--- src/rtl/burst_col_pkg.sv ---
// Shared widths and the captured burst configuration.
// Assumes a power-of-two page of 2**COL_W columns and fixed bursts of at most 2**MAX_LOG beats.
package burst_col_pkg;
    localparam int COL_W   = 9;
    localparam int CODE_W  = 3;
    localparam int MAX_LOG = 3;

    typedef struct packed {
        logic [COL_W-1:0] base;   // column of beat 0
        logic [COL_W-1:0] mask;   // low bits that move; all ones for full page
        logic             full;   // full-page burst
        logic             xor_on; // interleaved ordering in force
    } burst_cfg_t;
endpackage

--- src/rtl/burst_len_decode.sv ---
// Turns the length code into a window mask and a full-page flag.
// Codes 0..MAX_LOG give 2**code beats; larger codes mean full page, whose mask covers every column bit.
module burst_len_decode #(
    parameter int COL_W   = 9,
    parameter int CODE_W  = 3,
    parameter int MAX_LOG = 3
) (
    input  logic [CODE_W-1:0] code,
    output logic [COL_W-1:0]  mask,
    output logic              full
);
    assign full = (int'(code) > MAX_LOG);

    // One mask bit per column bit: set when it lies inside the burst window.
    for (genvar i = 0; i < COL_W; i++) begin : g_mask
        assign mask[i] = full || (int'(code) > i);
    end
endmodule

--- src/rtl/burst_beat_counter.sv ---
// Tracks whether a burst is running and which beat is being presented.
// Assumes the mask is contiguous from bit 0; full-page bursts wrap the count and never end alone.
module burst_beat_counter #(
    parameter int COL_W = 9
) (
    input  logic             clk,
    input  logic             rst_n,
    input  logic             start,
    input  logic             stop,
    input  logic [COL_W-1:0] mask,
    input  logic             full,
    output logic             active,
    output logic [COL_W-1:0] cnt,
    output logic             last
);
    logic go_on;

    // Final beat of a fixed-length burst is reached when the count fills the window.
    assign last  = active && !full && (cnt == mask);
    assign go_on = active && !stop && !last;

    // Activity and beat count: start reloads, otherwise advance or drop out.
    always_ff @(posedge clk) begin
        if (!rst_n) begin
            active <= 1'b0;
            cnt    <= '0;
        end else if (start) begin
            active <= 1'b1;
            cnt    <= '0;
        end else begin
            active <= go_on;
            cnt    <= go_on ? cnt + 1'b1 : cnt;
        end
    end

    p_last_needs_active_r6: assert property (@(posedge clk) disable iff (!rst_n)
        last |-> active);
    p_full_never_last_r7: assert property (@(posedge clk) disable iff (!rst_n)
        (active && full) |-> !last);
    p_stop_ends_r9: assert property (@(posedge clk) disable iff (!rst_n)
        (stop && !start) |=> !active);
    p_start_loads_r10: assert property (@(posedge clk) disable iff (!rst_n)
        start |=> (active && cnt == '0));
    p_last_ends_r6: assert property (@(posedge clk) disable iff (!rst_n)
        (last && !start) |=> !active);
    p_step_r2: assert property (@(posedge clk) disable iff (!rst_n)
        (active && !start && !stop && !last) |=> (active && cnt == $past(cnt) + 1'b1));
endmodule

--- src/rtl/burst_col_order.sv ---
// Maps the beat count onto a column with the captured ordering.
// Assumes xor_on is already cleared for full page, so full page always counts upward.
module burst_col_order #(
    parameter int COL_W = 9
) (
    input  logic [COL_W-1:0] base,
    input  logic [COL_W-1:0] mask,
    input  logic             xor_on,
    input  logic [COL_W-1:0] cnt,
    output logic [COL_W-1:0] col
);
    logic [COL_W-1:0] seq_col;
    logic [COL_W-1:0] xor_col;
    logic [COL_W-1:0] sum;

    assign sum     = base + cnt;
    assign seq_col = (base & ~mask) | (sum & mask);
    assign xor_col = base ^ (cnt & mask);

    // Pick the ordering captured at the start of the burst.
    always_comb begin
        col = xor_on ? xor_col : seq_col;
    end
endmodule

--- src/rtl/burst_col_seq.sv ---
// Top of the burst column sequencer: captures a command on start and shows one column per beat.
// Assumes start is a one-cycle strobe; command inputs are ignored unless start is high.
module burst_col_seq
    import burst_col_pkg::*;
(
    input  logic              clk,
    input  logic              rst_n,
    input  logic              start,
    input  logic [COL_W-1:0]  start_col,
    input  logic [CODE_W-1:0] len_code,
    input  logic              interleave,
    input  logic              stop,
    output logic [COL_W-1:0]  col,
    output logic              valid,
    output logic              last
);
    logic [COL_W-1:0] dec_mask;
    logic             dec_full;
    burst_cfg_t       cfg_q;
    logic [COL_W-1:0] cnt;
    logic             active;

    burst_len_decode #(.COL_W(COL_W), .CODE_W(CODE_W), .MAX_LOG(MAX_LOG)) u_dec (
        .code (len_code),
        .mask (dec_mask),
        .full (dec_full)
    );

    // Capture the command on start; interleave is dropped for full page.
    always_ff @(posedge clk) begin
        if (!rst_n) begin
            cfg_q <= '0;
        end else if (start) begin
            cfg_q.base   <= start_col;
            cfg_q.mask   <= dec_mask;
            cfg_q.full   <= dec_full;
            cfg_q.xor_on <= interleave && !dec_full;
        end
    end

    burst_beat_counter #(.COL_W(COL_W)) u_cnt (
        .clk    (clk),
        .rst_n  (rst_n),
        .start  (start),
        .stop   (stop),
        .mask   (cfg_q.mask),
        .full   (cfg_q.full),
        .active (active),
        .cnt    (cnt),
        .last   (last)
    );

    burst_col_order #(.COL_W(COL_W)) u_ord (
        .base   (cfg_q.base),
        .mask   (cfg_q.mask),
        .xor_on (cfg_q.xor_on),
        .cnt    (cnt),
        .col    (col)
    );

    assign valid = active;

    p_first_beat_r2: assert property (@(posedge clk) disable iff (!rst_n)
        start |=> (valid && col == $past(start_col)));
    p_window_fixed_r4: assert property (@(posedge clk) disable iff (!rst_n)
        (valid && !start && !stop && !last) |=> ((col & ~cfg_q.mask) == $past(col & ~cfg_q.mask)));
    p_full_no_xor_r8: assert property (@(posedge clk) disable iff (!rst_n)
        (valid && cfg_q.full) |-> !cfg_q.xor_on);
    p_hold_cfg_r11: assert property (@(posedge clk) disable iff (!rst_n)
        !start |=> $stable(cfg_q));
endmodule

--- config.mk ---
export PLATFORM = sky130hd
export DESIGN_NAME = burst_col_seq
export DESIGN_NICKNAME = d
export VERILOG_FILES = /design/src/rtl/burst_col_pkg.sv /design/src/rtl/burst_len_decode.sv /design/src/rtl/burst_beat_counter.sv /design/src/rtl/burst_col_order.sv /design/src/rtl/burst_col_seq.sv
export SDC_FILE = /design/constraint.sdc
export NUM_CORES = 1
export LEC_CHECK = 0
export BUFFER_PORTS_ARGS = -buffer_cell sky130_fd_sc_hd__buf_4
export CAP_MARGIN = 20
export CORE_MARGIN = 5
export CORE_UTILIZATION = 51
export DETAILED_ROUTE_END_ITERATION = 7
export PLACE_DENSITY = 0.76
export SYNTH_ARGS = -nofsm -noshare
export SYNTH_HDL_FRONTEND = slang
export SYNTH_SLANG_ARGS = --single-unit
--- constraint.sdc ---
create_clock -name clk -period 2.2 [get_ports clk]
set_input_delay 0.44 -clock clk [delete_from_list [all_inputs] [get_ports clk]]
set_output_delay 0.44 -clock clk [all_outputs]
set_load 0.005 [all_outputs]
==> results.yml, run 1 <==
outcome:
  status: "finished, violations left"
  violations: "setup timing"
sta:
  slew_violations: 0
  whs_ns: 0.3465
  fin_crit_sh: 1.253
  fin_ws_ns: -0.5576
  hold_violations: 0
  max_freq_ghz: 0.3626
  finalSetupViolCount: 8
  fin_crit_ns: 2.758
  skew_ns: 0.007064
  rsz0062_at_grt: "true"
  tightest_slew_ns: 0.3487
  maxSlewHeadroom: 0.7675
cts:
  cts-htree-levels: 1
  root_buffer: "clkbuf_4"
  cts_made_buffers: 3
  clock_sinks: 27
  clk_pin_slew_worst_paths_ns: 0.15
  cts_tree: "built"
  worstSkewPairLatency_ns: 0.34
  clk_path_buf_depth: 2
final_layout:
  area_growth_pct: 36.46
  n_antenna_cell: 0
  nets: 294
  postLayoutCellArea_um2: 2421
  drive_gt1_frac: 0.3307
  post-route-util: 0.7199
worst_setup_path:
  max_stage_delay_ns: 0.39
  path_buf_inv: 2
  path_cells: "ha_4 -> inv_2 -> fa_2 -> nand2b_4 -> a211oi_2 -> nor3_1 -> o41ai_2 -> xor2_1 -> buf_4"
  crit_fanout: 2
  start_kind: "flip-flop"
  worstPathRequired_ns: 1.76
  crit_path_end_kind: "output port"
  cp.arrival_ns: 2.32
  slowest_stage: "dfxtp_2"
  worstSetupPathType: "reg2out"
  crit_family: "compound AO/OA/AOI/OAI gates"
floorplan:
  rows: 21
  start_util: 0.5275
  die_h_um: 68.98
  io_pins: 28
  die_w_um: 68.98
  core_area_um2: 3363
  dieArea_um2: 4758
drt:
  drc: 0
  wirelength_mm: 4.753
  drt_iter0_drc: 54
  routed-via-count: 1625
  ant_nets: 0
  drt-pass1-iter-count: 4
  vias_per_cell: 5.363
  wl_per_cell_um: 15.69
synth:
  netlist_top_cells_count: "27 x dfxtp_1, 18 x ha_1, 14 x a21oi_1, 14 x nor2_1, 13 x xor2_1"
  syn_avg_cell_area_um2: 8.740
  yosys-top-cells-area: "dfxtp_1 30%, ha_1 13%, xor2_1 6.4%, mux2i_1 5.6%, nor2b_1 4.2%"
  synth_seq_cells: 27
  synth_warnings: 0
  synth-edff-count: 0
  synth-async-reset-ratio: 0
  synth_top_cell_by_area: "dfxtp_1"
  ys_types: 38
  yosysSeqAreaShare: 0.3047
  synth_cells: 203
  synth_flop_cell: "dfxtp_1"
  netlist_area_um2: 1774
  synth_top_cell_area_share: 0.3047
  yosysMostFrequentCell: "dfxtp_1"
  synthesis.nets: 239
placement:
  dpl_cell_area_um2: 2197
  place.gp.congestion: 0.9728
  dp.final_hpwl_mm: 3.295
  portBuffers: 27
power:
  clock_power_share: 0.230
  switchingPower_mw: 0.2866
  ir_worst_vdd_uv: 307.7
  power_density_nw_per_um2: 408.6
  switching_share: 0.2897
  power.share.combinational: 0.233
  p_int_mw: 0.7027
  p_seq_frac: 0.537
  p_leak_nw: 1.104
  power_mw: 0.9893
global_route:
  grt-ovfl-total: 0
  grt_pass1_vias: 1575
  grt_max_degree: 25
  gr-usage-all-layers: 0.2057
  antenna_found_initial: 0
  grt_pass1_wl_mm: 7.238
hold_path:
  min_path_type: "in2reg"
job:
  max_cap_violations: 0
## layout make-up
type,count,area [um^2]
Clock inverter,1,5.005
Inverter,5,18.77
Sequential cell,27,554.3
Clock buffer,3,22.52
Timing Repair Buffer,58,442.9
Fill cell,285,942.2
Tap cell,46,57.56
Multi-Input combinational cell,163,1320
## repair_timing
item / CTS / global route
pin swaps: 10 / 7
setup buffers: 4 / 4
hold buffers: 0 / 0
setup endpoints to repair: 9 / 9
resized for setup: 20 / 10
gates cloned: 0 / 0
## cells in the final DEF (no fill, tap or decap), drive strengths merged, types with 2 or more instances in the layout
master / count
buf: 58
dfxtp: 27
ha: 18
nor2: 14
a21oi: 14
xor2: 13
nand2: 12
nor2b: 12
mux2i: 10
nand2b: 8
o21ai: 8
xnor2: 6
nand4: 5
inv: 5
a21boi: 4
nor3: 4
nor3b: 3
a21o: 3
o21a: 3
a22oi: 3
and3: 3
clkbuf: 3
a211oi: 3
nand3b: 2
nand3: 2
a311oi: 2
## path summary, 6_finish.rpt
check / startpoint / end / slack, ns / cells after the start
hold / removal: start_col[1] / cfg_q[12] / 0.35 / 3
setup reg to reg: u_cnt.cnt[5] / u_cnt.cnt[8] / 0.29 / 7
hold reg to reg: cfg_q[6] / cfg_q[6] / 0.54 / 2
setup / recovery: cfg_q[11] / col[8] / -0.56 / 9
## cells by family after synthesis
family | synth area share
flops | 0.3047
simple gates | 0.2073
fa+ha+maj | 0.1382
buf+inv | 0.02821
compound gates | 0.1714
mux | 0.05642
xor+xnor | 0.09379
## through the flow
| step | std cells | TNS [ns] | worst slack [ns] |
|---|---|---|---|
| 6_report | 303 | -2.814 | -0.5576 |
| 2_1_floorplan | 203 | -0.01157 | -0.01157 |
| 4_1_cts | 300 | -2.579 | -0.5188 |
| 3_3_place_gp | 292 | -0.3018 | -0.1549 |
| 3_5_place_dp | 292 | -0.4127 | -0.2167 |
| 5_1_grt | 303 | -3.706 | -0.6465 |
## worst min-delay path: cells and delay by family
family / cells / cell delay (ns)
buf+inv: 1 / 0.08
mux: 1 / 0.05
simple gates: 1 / 0.09
## sequential cells by signal (all words and copies together), names as in the netlist
signal,cells
u_cnt.cnt,9
u_cnt.active,1
cfg_q,17
## power by group through the flow
stage | Sequential [mW] | Combinational, mW | Clock (mW)
3_3_place_gp | 0.539 | 0.198 | 0
3_5_place_dp | 0.540 | 0.203 | 0
2_1_floorplan | 0.539 | 0.104 | 0
5_1_grt | 0.534 | 0.250 | 0.250
6_report | 0.531 | 0.231 | 0.227
4_1_cts | 0.532 | 0.221 | 0.234
## routing by layer
metal | GRT usage | part of all wire
met2 | 0.3917 | 0.52
met3 | 0.04538 | 0.044
met1 | 0.2290 | 0.42
met5 | 0 | 0
met4 | 0.04866 | 0.013
Note: power is estimated with default switching activity, not from simulation.
==> run 2, diff against run 1 <==
SETUP_SLACK_MARGIN = 0.4   (was not set)
==> run 2 against run 1 <==
  * Die area stayed put
  * Sequential share of layout area down 1.8 points
  * Hold slack improved by 0.0054 ns
  * Highest routed layer unchanged
  * The run still ends with setup timing left
  * Sequential power rose by 2%
  * Largest power group unchanged
  * Wire length up 19%
  * Flip-flop and latch count stayed put
  * Total power rose by 5.5%
  * Cell count grew 3.0%
  * Non-clock buffer count rose by 9
  * Clock-buffer cell count unchanged
  * Maximum frequency down 1.6%
  * Combinational power up 19%
==> results.yml, run 2 (synthesis results as in run 1) <==
placement:
  place.gp.congestion: 0.8938
  portBuffers: 27
  place_inst: 292
  dp.final_hpwl_mm: 3.299
sta:
  fin_ws_ns: -0.6029
  rsz0062_at_grt: "true"
  fin_crit_sh: 1.274
  tightest_slew_ns: 0.3962
  max_freq_ghz: 0.3568
  fin_crit_ns: 2.803
  hold_violations: 0
  skew_ns: 0.009256
  slew_violations: 0
  finalSetupViolCount: 8
  setup_tns_ns: -3.016
  maxSlewHeadroom: 0.7358
cts:
  cts_made_buffers: 3
  root_buffer: "clkbuf_4"
  clock_sinks: 27
  worstSkewPairLatency_ns: 0.34
  ctsHoldBuffers: 0
  clk_path_buf_depth: 2
  cts-htree-levels: 1
  clk_pin_slew_worst_paths_ns: 0.16
  cts_tree: "built"
drt:
  drt_iter0_drc: 65
  routed-via-count: 1777
  ant_nets: 0
  drc: 0
  wirelength_mm: 5.656
  drt-pass1-iter-count: 4
  wl_per_cell_um: 18.13
  vias_per_cell: 5.696
final_layout:
  seq_area_um2: 565.5
  multiInputGateArea_um2: 1481
  largest_reg_flops: 17
  instances_no_fill: 312
  reg.largest.list: "cfg_q (17), u_cnt.cnt (9), u_cnt.active (1)"
  nets: 303
  nFillCells: 224
  largest_register: "cfg_q"
  n_antenna_cell: 0
  area_growth_pct: 51.06
  final_common_cell: "buf_4"
  drive_gt1_frac: 0.4549
  mostFrequentLayoutCells: "60 x buf_4, 13 x nor2_1, 13 x dfxtp_1, 12 x xor2_1, 12 x nor2b_1"
worst_setup_path:
  crit_family: "compound AO/OA/AOI/OAI gates"
  path_cells: "ha_4 -> inv_2 -> fa_2 -> nand2b_4 -> a211oi_2 -> nor3_1 -> o41ai_2 -> xor2_1 -> buf_4"
  max_stage_delay_ns: 0.39
  slowest_stage: "dfxtp_2"
  worstSetupPathType: "reg2out"
  crit_fanout: 3
  cp.arrival_ns: 2.36
  worstPathRequired_ns: 1.76
  start_kind: "flip-flop"
  path_buf_inv: 2
  crit_path_end_kind: "output port"
floorplan:
  start_util: 0.5275
  die_h_um: 68.98
  die_w_um: 68.98
  io_pins: 28
  dieArea_um2: 4758
  rows: 21
  core_area_um2: 3363
job:
  max_cap_violations: 0
global_route:
  grt_pass1_vias: 1688
  antenna_found_initial: 0
  grt_max_degree: 25
  gr-usage-all-layers: 0.2314
  grt-ovfl-total: 0
  grt_pass1_wl_mm: 8.073
power:
  power_density_nw_per_um2: 389.3
  p_leak_nw: 1.186
  ir_worst_vdd_uv: 315.3
outcome:
  status: "finished, violations left"
  violations: "setup timing"
hold_path:
  min_path_type: "in2reg"
run 2: worst register-to-register path, cell delays in order (launching register included):
cell and delay, ns:
dfxtp_2 0.36, buf_6 0.13, ha_4 0.27, nor4b_4 0.05
buf_4 0.14, a311oi_4 0.39, nand3_1 0.15, or3_1 0.37
a21oi_2 0.15
run 2: metal layers:
layer	vias to the layer above	global-route usage	routed length [um]
li1	851	-	-
met1	842	0.2753	2347
met2	61	0.4071	2826
met3	23	0.03404	251
met4	0	0.1046	231
met5	-	0	0
run 2: power breakdown:
part	internal (mW)	total [mW]	switching, mW
clock network	0.0685	0.227	0.159
registers	0.509	0.541	0.0322
logic	0.153	0.275	0.122
total	0.730	1.04	0.313
run 2: final timing paths:
check                                  start            to  slack, ns  depth (start not counted)
worst max-delay path               cfg_q[11]        col[8]      -0.60                          9
worst min-delay path            start_col[1]     cfg_q[12]       0.35                          3
worst max register to register  u_cnt.cnt[3]  u_cnt.cnt[8]       0.14                          8
worst min register to register      cfg_q[7]      cfg_q[7]       0.55                          2
run 2: layout make-up:
type / count / area share
clock buffers: 3 / 0.008403
clock inverters: 1 / 0.001867
inverters: 5 / 0.007003
multi-input cells: 163 / 0.5528
flip-flops and latches: 27 / 0.2110
well taps: 46 / 0.02148
repair buffers: 67 / 0.1975
run 2: what timing repair did:
action / CTS / global route
cloned: 1 / 0
endpoints found under the setup margin: 20 / 18
pin swaps: 16 / 21
endpoints found under the hold margin: 0 / 0
gates resized for setup: 38 / 23
setup buffers: 6 / 9
run 2: stage by stage:
stage | util | power (mW) | hold WS, ns | cell area (um^2) | setup WS (ns)
2_1_floorplan | - | 0.6442 | 0.4875 | 1814 | 0.04595
3_3_place_gp | 0.6611 | 0.7397 | 0.5043 | 2223 | -0.07764
3_5_place_dp | 0.6611 | 0.7436 | 0.5095 | 2223 | -0.09635
4_1_cts | 0.7440 | 0.9944 | 0.3495 | 2502 | -0.4787
5_1_grt | 0.7969 | 1.084 | 0.3490 | 2680 | -0.6749
6_report | 0.7969 | 1.043 | 0.3519 | 2680 | -0.6029
==> run 3, diff against run 2 <==
CORE_UTILIZATION = 56   (was 51)
PLACE_DENSITY = 0.79   (was 0.76)
clock period = 2.85 ns   (was 2.2 ns; I/O delays follow)
==> run 3 against run 2 <==
  * The run still ends with setup timing left
  * Sequential power down 23%
  * Sequential share of layout area up 3.3 points
  * Utilization down 4.9 points
  * Via count down 8.4%
  * Clock-buffer cell count unchanged
  * Final area down 15%
  * Critical path type unchanged
  * Flip-flop and latch count unchanged
  * Clock skew up 0.0081 ns
  * Largest power group unchanged
  * Non-clock buffer count down 30
  * Register-to-register slack better by 0.69 ns
==> results.yml, run 3 (synthesis results as in run 1) <==
sta:
  max_freq_ghz: 0.3481
  slew_violations: 0
  rsz0062_at_grt: "true"
  hold_violations: 0
  whs_ns: 0.4660
  fin_crit_sh: 1.008
  tightest_slew_ns: 0.4730
  finalSetupViolCount: 1
  maxSlewHeadroom: 0.6846
  fin_crit_ns: 2.873
  setup_tns_ns: -0.02295
  skew_ns: 0.01738
  fin_ws_ns: -0.02295
cts:
  cts_made_buffers: 3
  worstSkewPairLatency_ns: 0.34
  clk_pin_slew_worst_paths_ns: 0.16
  cts_tree: "built"
  clock_sinks: 27
  root_buffer: "clkbuf_4"
  clk_path_buf_depth: 2
  cts-htree-levels: 1
drt:
  drt-pass1-iter-count: 4
  wl_per_cell_um: 16.38
  routed-via-count: 1628
  wirelength_mm: 4.585
  drt_iter0_drc: 111
  vias_per_cell: 5.814
  ant_nets: 0
  drc: 0
worst_setup_path:
  crit_fanout: 3
  crit_path_end_kind: "output port"
  worstPathRequired_ns: 2.28
  worstSetupPathType: "reg2out"
  start_kind: "flip-flop"
  cp.arrival_ns: 2.30
outcome:
  violations: "setup timing"
  status: "finished, violations left"
power:
  p_seq_frac: 0.566
  p_int_mw: 0.5299
  ir_worst_vdd_uv: 221.8
  clock_power_share: 0.234
  p_leak_nw: 0.9882
  power.share.combinational: 0.200
  power_density_nw_per_um2: 324.6
  switchingPower_mw: 0.2109
  switching_share: 0.2847
  power_mw: 0.7408
global_route:
  grt-ovfl-total: 0
  antenna_found_initial: 0
  grt_pass1_vias: 1632
  gr-usage-all-layers: 0.2142
  grt_pass1_wl_mm: 7.314
  grt_max_degree: 25
placement:
  dpl_cell_area_um2: 2028
  place.gp.congestion: 0.8765
  dp.final_hpwl_mm: 3.221
  portBuffers: 27
  place_ws_ns: 0.2193
hold_path:
  min_path_type: "in2reg"
final_layout:
  reg.largest.list: "cfg_q (17), u_cnt.cnt (9), u_cnt.active (1)"
  largest_register: "cfg_q"
  postLayoutCellArea_um2: 2282
  area_growth_pct: 28.63
  drive_gt1_frac: 0.3136
  mostFrequentLayoutCells: "35 x buf_4, 15 x dfxtp_1, 13 x xor2_1"
  final_common_cell: "buf_4"
  nets: 273
  largest_reg_flops: 17
  n_antenna_cell: 0
floorplan:
  die_w_um: 66.29
  rows: 20
  io_pins: 28
  core_area_um2: 3053
  start_util: 0.5811
  dieArea_um2: 4394
  die_h_um: 66.29
job:
  max_cap_violations: 0
run 3: worst paths after layout:
kind                start  cells after the start  slack [ns]           end
min          start_col[5]                      3        0.47     cfg_q[16]
max reg2reg  u_cnt.cnt[0]                      8        0.83  u_cnt.cnt[8]
min reg2reg      cfg_q[6]                      2        0.54      cfg_q[6]
max          u_cnt.cnt[0]                     10       -0.02        col[8]
run 3: final cells by class:
| type | count | area [um^2] |
|---|---|---|
| Clock inverter | 1 | 7.507 |
| Sequential cell | 27 | 558.0 |
| Timing Repair Buffer | 37 | 285.3 |
| Clock buffer | 3 | 22.52 |
| Inverter | 5 | 18.77 |
| Multi-Input combinational cell | 163 | 1335 |
| Fill cell | 243 | 770.7 |
| Tap cell | 44 | 55.05 |
run 3: power by group through the flow:
stage                     Clock (mW)  Combinational (mW)  Sequential [mW]
final                          0.173               0.148            0.419
after global routing           0.197               0.164            0.423
after CTS                      0.178               0.139            0.417
after detailed placement           0               0.132            0.424
after global placement             0               0.128            0.423
after floorplan                    0              0.0800            0.416
run 3: repair_timing:
action,in CTS,in global routing
pin swaps,6,6
setup endpoints to repair,8,9
hold buffers,0,0
setup buffers,4,3
resized for setup,13,28
run 3: routing by layer:
layer / vias to the layer above / GRT usage / wire length (um)
li1: 795 / - / -
met1: 768 / 0.2572 / 1871
met4: 0 / 0.08629 / 107
met2: 54 / 0.3817 / 2400
met3: 11 / 0.02551 / 206
met5: - / 0 / 0
run 3: worst max-delay path, stage by stage (launching register included):
cell and delay (ns):
dfxtp_2 0.39, ha_4 0.15, inv_2 0.03, fa_2 0.33, nand2b_4 0.17, a211oi_4 0.24, buf_4 0.14, o21a_1 0.13
o41ai_2 0.08, xor2_1 0.16, buf_4 0.15
run 3: through the flow:
stage / cells / util
4_1_cts: 277 / 0.7033
6_report: 280 / 0.7475
3_3_place_gp: 269 / 0.6643
5_1_grt: 280 / 0.7475
3_5_place_dp: 269 / 0.6643
2_1_floorplan: 203 / -
